File: config.mk
export PLATFORM = sky130hd
export DESIGN_NAME = cordic_vec_unit
export DESIGN_NICKNAME = d
export VERILOG_FILES = /design/src/rtl/cordic_vec_pkg.sv /design/src/rtl/cordic_vec_prerot.sv /design/src/rtl/cordic_vec_stage.sv /design/src/rtl/cordic_vec_out.sv /design/src/rtl/cordic_vec_unit.sv
export SDC_FILE = /design/constraint.sdc
export NUM_CORES = 2
export LEC_CHECK = 0
export ABC_CLOCK_PERIOD_IN_PS = 9640
export BUFFER_PORTS_ARGS = -buffer_cell sky130_fd_sc_hd__buf_2
export CAP_MARGIN = 20
export CORE_MARGIN = 5
export CORE_UTILIZATION = 28
export CTS_CLUSTER_DIAMETER = 200
export CTS_CLUSTER_SIZE = 8
export DETAILED_ROUTE_END_ITERATION = 10
export PLACE_DENSITY = 0.4
export SLEW_MARGIN = 15
export SYNTH_ARGS = -nofsm -noshare
export SYNTH_HDL_FRONTEND = slang
export SYNTH_HIERARCHICAL = 1
export SYNTH_SLANG_ARGS = --single-unit
export TNS_END_PERCENT = 20
File: constraint.sdc
create_clock -name clk_i -period 9.64 [get_ports clk_i]
set_clock_uncertainty 0.2 [all_clocks]
set_input_delay 1.928 -clock clk_i [delete_from_list [all_inputs] [get_ports clk_i]]
set_output_delay 1.928 -clock clk_i [all_outputs]
set_load 0.01 [all_outputs]
File: src/rtl/cordic_vec_pkg.sv
package cordic_vec_pkg;

  localparam int ONE_SH = 60;
  localparam longint ONE = 64'sd1 <<< ONE_SH;

  // atan(1/m) scaled by 2^60, alternating power series
  function automatic longint atan_inv(input longint m);
    longint acc;
    longint p;
    longint n;
    bit     neg;
    bit     done;
    acc  = 0;
    p    = m;
    n    = 1;
    neg  = 1'b0;
    done = 1'b0;
    for (int k = 0; k < 64; k++) begin
      if (!done) begin
        if (p > ONE) done = 1'b1;
        else begin
          acc = neg ? acc - ((ONE / p) / n) : acc + ((ONE / p) / n);
          neg = !neg;
          n   = n + 2;
          if (p > (ONE / m) / m) done = 1'b1;
          else p = p * m * m;
        end
      end
    end
    return acc;
  endfunction

  function automatic longint round_sh(input longint raw, input int frac);
    return (raw + (64'sd1 <<< (ONE_SH - 1 - frac))) >>> (ONE_SH - frac);
  endfunction

  // atan(2^-i) at 'frac' fraction bits; atan(1) = atan(1/2) + atan(1/3)
  function automatic longint atan_fix(input int i, input int frac);
    longint raw;
    raw = (i == 0) ? atan_inv(2) + atan_inv(3) : atan_inv(64'sd1 <<< i);
    return round_sh(raw, frac);
  endfunction

  function automatic longint pi_fix(input int frac);
    return round_sh(4 * (atan_inv(2) + atan_inv(3)), frac);
  endfunction

  function automatic longint half_pi_fix(input int frac);
    return round_sh(2 * (atan_inv(2) + atan_inv(3)), frac);
  endfunction

endpackage

File: src/rtl/cordic_vec_prerot.sv
module cordic_vec_prerot #(
  parameter int IN_W      = 16,
  parameter bit SIGNED_IN = 1'b1,
  parameter int GUARD     = 4,
  parameter int DW        = 23,
  parameter int AW        = 24,
  parameter int AF        = 20
) (
  input  logic                 clk_i,
  input  logic                 rst_ni,
  input  logic                 en_i,
  input  logic                 vld_i,
  input  logic [IN_W-1:0]      x_i,
  input  logic [IN_W-1:0]      y_i,
  output logic                 vld_o,
  output logic                 zero_o,
  output logic signed [DW-1:0] x_o,
  output logic signed [DW-1:0] y_o,
  output logic signed [AW-1:0] z_o
);
  localparam int EXT_W = DW - IN_W - GUARD;
  localparam logic signed [AW-1:0] PI_Z = AW'(cordic_vec_pkg::pi_fix(AF));

  logic                 sx, sy;
  logic signed [DW-1:0] xw, yw, x_n, y_n;
  logic signed [AW-1:0] z_n;

  assign sx = SIGNED_IN && x_i[IN_W-1];
  assign sy = SIGNED_IN && y_i[IN_W-1];
  assign xw = {{EXT_W{sx}}, x_i, {GUARD{1'b0}}};
  assign yw = {{EXT_W{sy}}, y_i, {GUARD{1'b0}}};

  // left half-plane: turn by pi, seed accumulator with +/-pi
  always_comb begin
    if (xw[DW-1]) begin
      x_n = -xw;
      y_n = -yw;
      z_n = yw[DW-1] ? -PI_Z : PI_Z;
    end else begin
      x_n = xw;
      y_n = yw;
      z_n = '0;
    end
  end

  always_ff @(posedge clk_i or negedge rst_ni) begin
    if (!rst_ni) begin
      vld_o  <= 1'b0;
      zero_o <= 1'b0;
      x_o    <= '0;
      y_o    <= '0;
      z_o    <= '0;
    end else if (en_i) begin
      vld_o  <= vld_i;
      zero_o <= (x_i == '0) && (y_i == '0);
      x_o    <= x_n;
      y_o    <= y_n;
      z_o    <= z_n;
    end
  end

endmodule

File: src/rtl/cordic_vec_stage.sv
module cordic_vec_stage #(
  parameter int     DW    = 23,
  parameter int     AW    = 24,
  parameter int     SHIFT = 0,
  parameter longint STEP  = 0
) (
  input  logic                 clk_i,
  input  logic                 rst_ni,
  input  logic                 en_i,
  input  logic                 vld_i,
  input  logic                 zero_i,
  input  logic signed [DW-1:0] x_i,
  input  logic signed [DW-1:0] y_i,
  input  logic signed [AW-1:0] z_i,
  output logic                 vld_o,
  output logic                 zero_o,
  output logic signed [DW-1:0] x_o,
  output logic signed [DW-1:0] y_o,
  output logic signed [AW-1:0] z_o
);
  localparam logic signed [AW-1:0] STEP_Z = AW'(STEP);

  logic signed [DW-1:0] x_n, y_n;
  logic signed [AW-1:0] z_n;

  // steer y toward zero
  always_comb begin
    if (!y_i[DW-1]) begin
      x_n = x_i + (y_i >>> SHIFT);
      y_n = y_i - (x_i >>> SHIFT);
      z_n = z_i + STEP_Z;
    end else begin
      x_n = x_i - (y_i >>> SHIFT);
      y_n = y_i + (x_i >>> SHIFT);
      z_n = z_i - STEP_Z;
    end
  end

  always_ff @(posedge clk_i or negedge rst_ni) begin
    if (!rst_ni) begin
      vld_o  <= 1'b0;
      zero_o <= 1'b0;
      x_o    <= '0;
      y_o    <= '0;
      z_o    <= '0;
    end else if (en_i) begin
      vld_o  <= vld_i;
      zero_o <= zero_i;
      x_o    <= x_n;
      y_o    <= y_n;
      z_o    <= z_n;
    end
  end

  // the pre-rotation and growth headroom keep x non-negative in every stage
  assert_x_nonneg_R2: assert property (@(posedge clk_i) disable iff (!rst_ni)
    vld_i |-> !x_i[DW-1]);

endmodule

File: src/rtl/cordic_vec_out.sv
module cordic_vec_out #(
  parameter int DW        = 23,
  parameter int AW        = 24,
  parameter int GUARD     = 4,
  parameter int ANG_FRAC  = 16,
  parameter int ANG_W     = 19,
  parameter int MAG_W     = 18,
  parameter bit SIGNED_IN = 1'b1
) (
  input  logic                 clk_i,
  input  logic                 rst_ni,
  input  logic                 en_i,
  input  logic                 vld_i,
  input  logic                 zero_i,
  input  logic signed [DW-1:0] x_i,
  input  logic signed [AW-1:0] z_i,
  output logic                 valid_o,
  output logic [ANG_W-1:0]     angle_o,
  output logic [MAG_W-1:0]     mag_o
);
  localparam logic signed [AW-1:0] HALF_Z = AW'(64'sd1 <<< (GUARD - 1));
  localparam logic signed [DW-1:0] HALF_X = DW'(64'sd1 <<< (GUARD - 1));
  localparam logic signed [AW-1:0] HI_Z =
    AW'(SIGNED_IN ? cordic_vec_pkg::pi_fix(ANG_FRAC) : cordic_vec_pkg::half_pi_fix(ANG_FRAC));
  localparam logic signed [AW-1:0] LO_Z =
    AW'(SIGNED_IN ? -cordic_vec_pkg::pi_fix(ANG_FRAC) : 64'sd0);

  logic signed [AW-1:0] z_r, z_c;
  logic [MAG_W-1:0]     mag_n;

  assign z_r   = (z_i + HALF_Z) >>> GUARD;
  assign z_c   = (z_r > HI_Z) ? HI_Z : ((z_r < LO_Z) ? LO_Z : z_r);
  assign mag_n = MAG_W'((x_i + HALF_X) >>> GUARD);

  always_ff @(posedge clk_i or negedge rst_ni) begin
    if (!rst_ni) begin
      valid_o <= 1'b0;
      angle_o <= '0;
      mag_o   <= '0;
    end else if (en_i) begin
      valid_o <= vld_i;
      angle_o <= zero_i ? '0 : ANG_W'(z_c);
      mag_o   <= mag_n;
    end
  end

  assert_valid_follow_R7: assert property (@(posedge clk_i) disable iff (!rst_ni)
    en_i |=> (valid_o == $past(vld_i)));

endmodule

File: src/rtl/cordic_vec_unit.sv
module cordic_vec_unit #(
  parameter int IN_W      = 16,
  parameter int FRAC_W    = 14,
  parameter bit SIGNED_IN = 1'b1,
  parameter bit HAS_EN    = 1'b1,
  parameter int ITER      = 16,
  parameter int ANG_FRAC  = 16,
  parameter int GUARD     = 4,
  localparam int ANG_W    = ANG_FRAC + 3,
  localparam int MAG_W    = IN_W + 2
) (
  input  logic             clk_i,
  input  logic             rst_ni,
  input  logic             en_i,
  input  logic             valid_i,
  input  logic [IN_W-1:0]  x_i,
  input  logic [IN_W-1:0]  y_i,
  output logic             valid_o,
  output logic [ANG_W-1:0] angle_o,
  output logic [MAG_W-1:0] mag_o
);
  localparam int DW = IN_W + 3 + GUARD;
  localparam int AF = ANG_FRAC + GUARD;
  localparam int AW = AF + 4;

  if ((SIGNED_IN && (IN_W < 4 || IN_W > 64)) || (!SIGNED_IN && (IN_W < FRAC_W || IN_W > 65))
      || ITER < 1 || ITER > 56 || GUARD < 1 || AF > 56) begin : g_bad_cfg
    initial $fatal(1, "cordic_vec_unit: unsupported parameter set");
  end

  logic en_eff;
  assign en_eff = en_i | !HAS_EN;

  logic                 vld_p  [ITER+1];
  logic                 zero_p [ITER+1];
  logic signed [DW-1:0] x_p    [ITER+1];
  logic signed [DW-1:0] y_p    [ITER+1];
  logic signed [AW-1:0] z_p    [ITER+1];

  cordic_vec_prerot #(
    .IN_W(IN_W), .SIGNED_IN(SIGNED_IN), .GUARD(GUARD), .DW(DW), .AW(AW), .AF(AF)
  ) u_prerot (
    .clk_i(clk_i), .rst_ni(rst_ni), .en_i(en_eff), .vld_i(valid_i),
    .x_i(x_i), .y_i(y_i),
    .vld_o(vld_p[0]), .zero_o(zero_p[0]), .x_o(x_p[0]), .y_o(y_p[0]), .z_o(z_p[0])
  );

  for (genvar i = 0; i < ITER; i++) begin : g_stage
    cordic_vec_stage #(
      .DW(DW), .AW(AW), .SHIFT(i), .STEP(cordic_vec_pkg::atan_fix(i, AF))
    ) u_stage (
      .clk_i(clk_i), .rst_ni(rst_ni), .en_i(en_eff),
      .vld_i(vld_p[i]), .zero_i(zero_p[i]), .x_i(x_p[i]), .y_i(y_p[i]), .z_i(z_p[i]),
      .vld_o(vld_p[i+1]), .zero_o(zero_p[i+1]),
      .x_o(x_p[i+1]), .y_o(y_p[i+1]), .z_o(z_p[i+1])
    );
  end

  logic unused_y;
  assign unused_y = ^y_p[ITER];

  cordic_vec_out #(
    .DW(DW), .AW(AW), .GUARD(GUARD), .ANG_FRAC(ANG_FRAC), .ANG_W(ANG_W),
    .MAG_W(MAG_W), .SIGNED_IN(SIGNED_IN)
  ) u_out (
    .clk_i(clk_i), .rst_ni(rst_ni), .en_i(en_eff),
    .vld_i(vld_p[ITER]), .zero_i(zero_p[ITER]), .x_i(x_p[ITER]), .z_i(z_p[ITER]),
    .valid_o(valid_o), .angle_o(angle_o), .mag_o(mag_o)
  );

  assert_hold_on_stall_R8: assert property (@(posedge clk_i) disable iff (!rst_ni)
    !en_eff |=> $stable(valid_o) && $stable(angle_o) && $stable(mag_o));

  assert_zero_mag_zero_angle_R6: assert property (@(posedge clk_i) disable iff (!rst_ni)
    (valid_o && mag_o == '0) |-> (angle_o == '0));

endmodule

==> results.sh <==
export IMPL_cts_buffers=166
export IMPL_fillers=40156
export IMPL_remaining_drc_errors=0
export IMPL_hpwl_mm=274.9
export IMPL_hold_buffers=0
export IMPL_final_cells=17208
export IMPL_grt_pass1_vias=90067
export IMPL_slew_headroom=0.3370
export IMPL_status="finished clean"
export IMPL_cts_tree="yes"
export IMPL_die_h_um=629.4
export IMPL_overflow=0
export IMPL_layout_commonest_cell="a21oi_1"
export IMPL_critPathCaptureType="register"
export IMPL_cp_common_cell="nor2_1"
export IMPL_drive_gt1_frac=0.1038
export IMPL_drv_cap=0
export IMPL_crit_chain="or4_4, or4b_4, nor4_1, nor2_1, xnor2_1, ha_1, nand3_1, nor2_1, inv_1, a211oi_1, o21ai_0, nand4_1, or3b_2"
export IMPL_worst_path_max_delay_cell="or4_4"
export IMPL_grt_util_all_layers=0.1712
export IMPL_tightest_slew_ns=0.9934
export IMPL_final_cell_area_um2=117000
export IMPL_cts_sinks=1159
export IMPL_cts_setup_buffers=0
export IMPL_port_buffers=73
export IMPL_critPathArrivalTime_ns=5.23
export IMPL_initial_core_util=0.2810
export IMPL_drt_initial_drc_count=5503
export IMPL_avgSynthCellArea_um2=8.722
export IMPL_drtAntennaViolNets=0
export IMPL_h_tree_depth=4
export IMPL_rows=227
export IMPL_finalHoldViolCount=0
export IMPL_root_buffer="clkbuf_16"
export IMPL_required_ns=10.15
export IMPL_clock_fmax_mhz=211.7
export IMPL_most_common_layout_cells="1,183 x a21oi_1, 1,153 x dfrtp_1, 1,121 x ha_1"
export IMPL_post_cts_resized=0
export IMPL_finalSetupTns_ns=0
export IMPL_insertion_delay_ns=0.86
export IMPL_syn_area_um2=107400
export IMPL_die_x_um=629.4
export IMPL_rsz0062_at_grt="no"
export IMPL_layout_nets=13360
export IMPL_crit_type="reg2reg"
export IMPL_die_area_um2=396200
export IMPL_dp_cells=17023
export IMPL_wl_per_cell_um=20.50
export IMPL_antenna_found_initial=4
export IMPL_report_final_setup_viol=0
export IMPL_place_area_um2=112700
export IMPL_io_pins=74
export IMPL_viasPerCell=5.325
export IMPL_gp_congestion=0.8563
export IMPL_period_needed_ns=4.723
export IMPL_coreArea_um2=382300
export IMPL_vias=91637
export IMPL_grt_first_pass_wirelength_mm=549.3
export IMPL_drtPass1Iterations=5
export IMPL_start_kind="register"
export IMPL_grt_max_degree=167
export IMPL_fin_crit_sh=0.4899
export IMPL_synth_warnings=6
export IMPL_holdPathStages=1
export IMPL_routed_wl_mm=352.8
export IMPL_maxSlewViolCount=0
export IMPL_hold_class="reg2reg"
export IMPL_clkTransAtPathRegs_ns=0.06
export IMPL_reg2regPathDepth=13
export IMPL_cts_path_max_buffers=4
export IMPL_cpPeakStageDelay_ns=0.58
export IMPL_syn2layout_area_growth_pct=8.931
export IMPL_synth_cells=12317
export IMPL_cp_max_fo=6
path summary, 6_finish.rpt:
check,from,to,slack [ns]
hold / removal,g_stage[10].u_stage/vld_o,g_stage[11].u_stage/vld_o,0.27
max in group asynchronous,rst_ni,g_stage[6].u_stage/y_o[5],6.42
hold reg to reg,g_stage[10].u_stage/vld_o,g_stage[11].u_stage/vld_o,0.27
min in group asynchronous,rst_ni,g_stage[12].u_stage/y_o[6],0.77
setup / recovery,g_stage[2].u_stage/y_o[7],g_stage[3].u_stage/x_o[19],4.92
setup reg to reg,g_stage[2].u_stage/y_o[7],g_stage[3].u_stage/x_o[19],4.92
metrics by stage:
step           hold WS (ns)  worst slack (ns)  utilization
3_3_place_gp         0.2739             4.645       0.2947
3_5_place_dp         0.2744             4.649       0.2947
2_1_floorplan        0.2476             5.645            -
5_1_grt              0.2926             4.646       0.3061
4_1_cts              0.2715             4.975       0.3061
6_report             0.2660             4.917       0.3061
sequential cells by signal, summed over array words and instances (netlist names), 3 cells and up:
name and count:
g_stage.u_stage/x_o 363, u_prerot/y_o 19, g_stage.u_stage/zero_o 16, g_stage.u_stage/vld_o 16
u_out/mag_o 18, u_out/angle_o 19, g_stage.u_stage/z_o 354, u_prerot/z_o 3
g_stage.u_stage/y_o 329, u_prerot/x_o 19
metal layers:
metal  GRT usage  vias up  part of all wire
li1            -    44944                 -
met3     0.01569      344             0.029
met2      0.2855     1457              0.46
met1      0.2407    44892              0.49
met5           0        -                 0
met4     0.03502        0             0.021
area by class of cell:
type | count | area [um2] | area share
inverters | 496 | 1864 | 0.01593
multi-input cells | 10178 | 74380 | 0.6356
clock buffers | 174 | 4227 | 0.03612
diodes | 2 | 5.005 | 0.00004277
repair buffers | 154 | 1109 | 0.009473
well taps | 5038 | 6304 | 0.05386
flip-flops and latches | 1159 | 29010 | 0.2479
clock inverters | 7 | 128.9 | 0.001101
worst max-delay path, delay by kind of cell (launching register included):
kind | cells | cell delay (ns)
buffers and inverters | 1 | 0.06
AOI/OAI and AO/OA | 2 | 0.71
xor gates and xnor gates | 1 | 0.17
and+or+nand+nor | 8 | 2.59
DFF | 1 | 0.45
adders and majority gates | 1 | 0.40
Power is not shown: default switching activity piles up to over one toggle a cycle in this logic, so the estimate is an artifact.
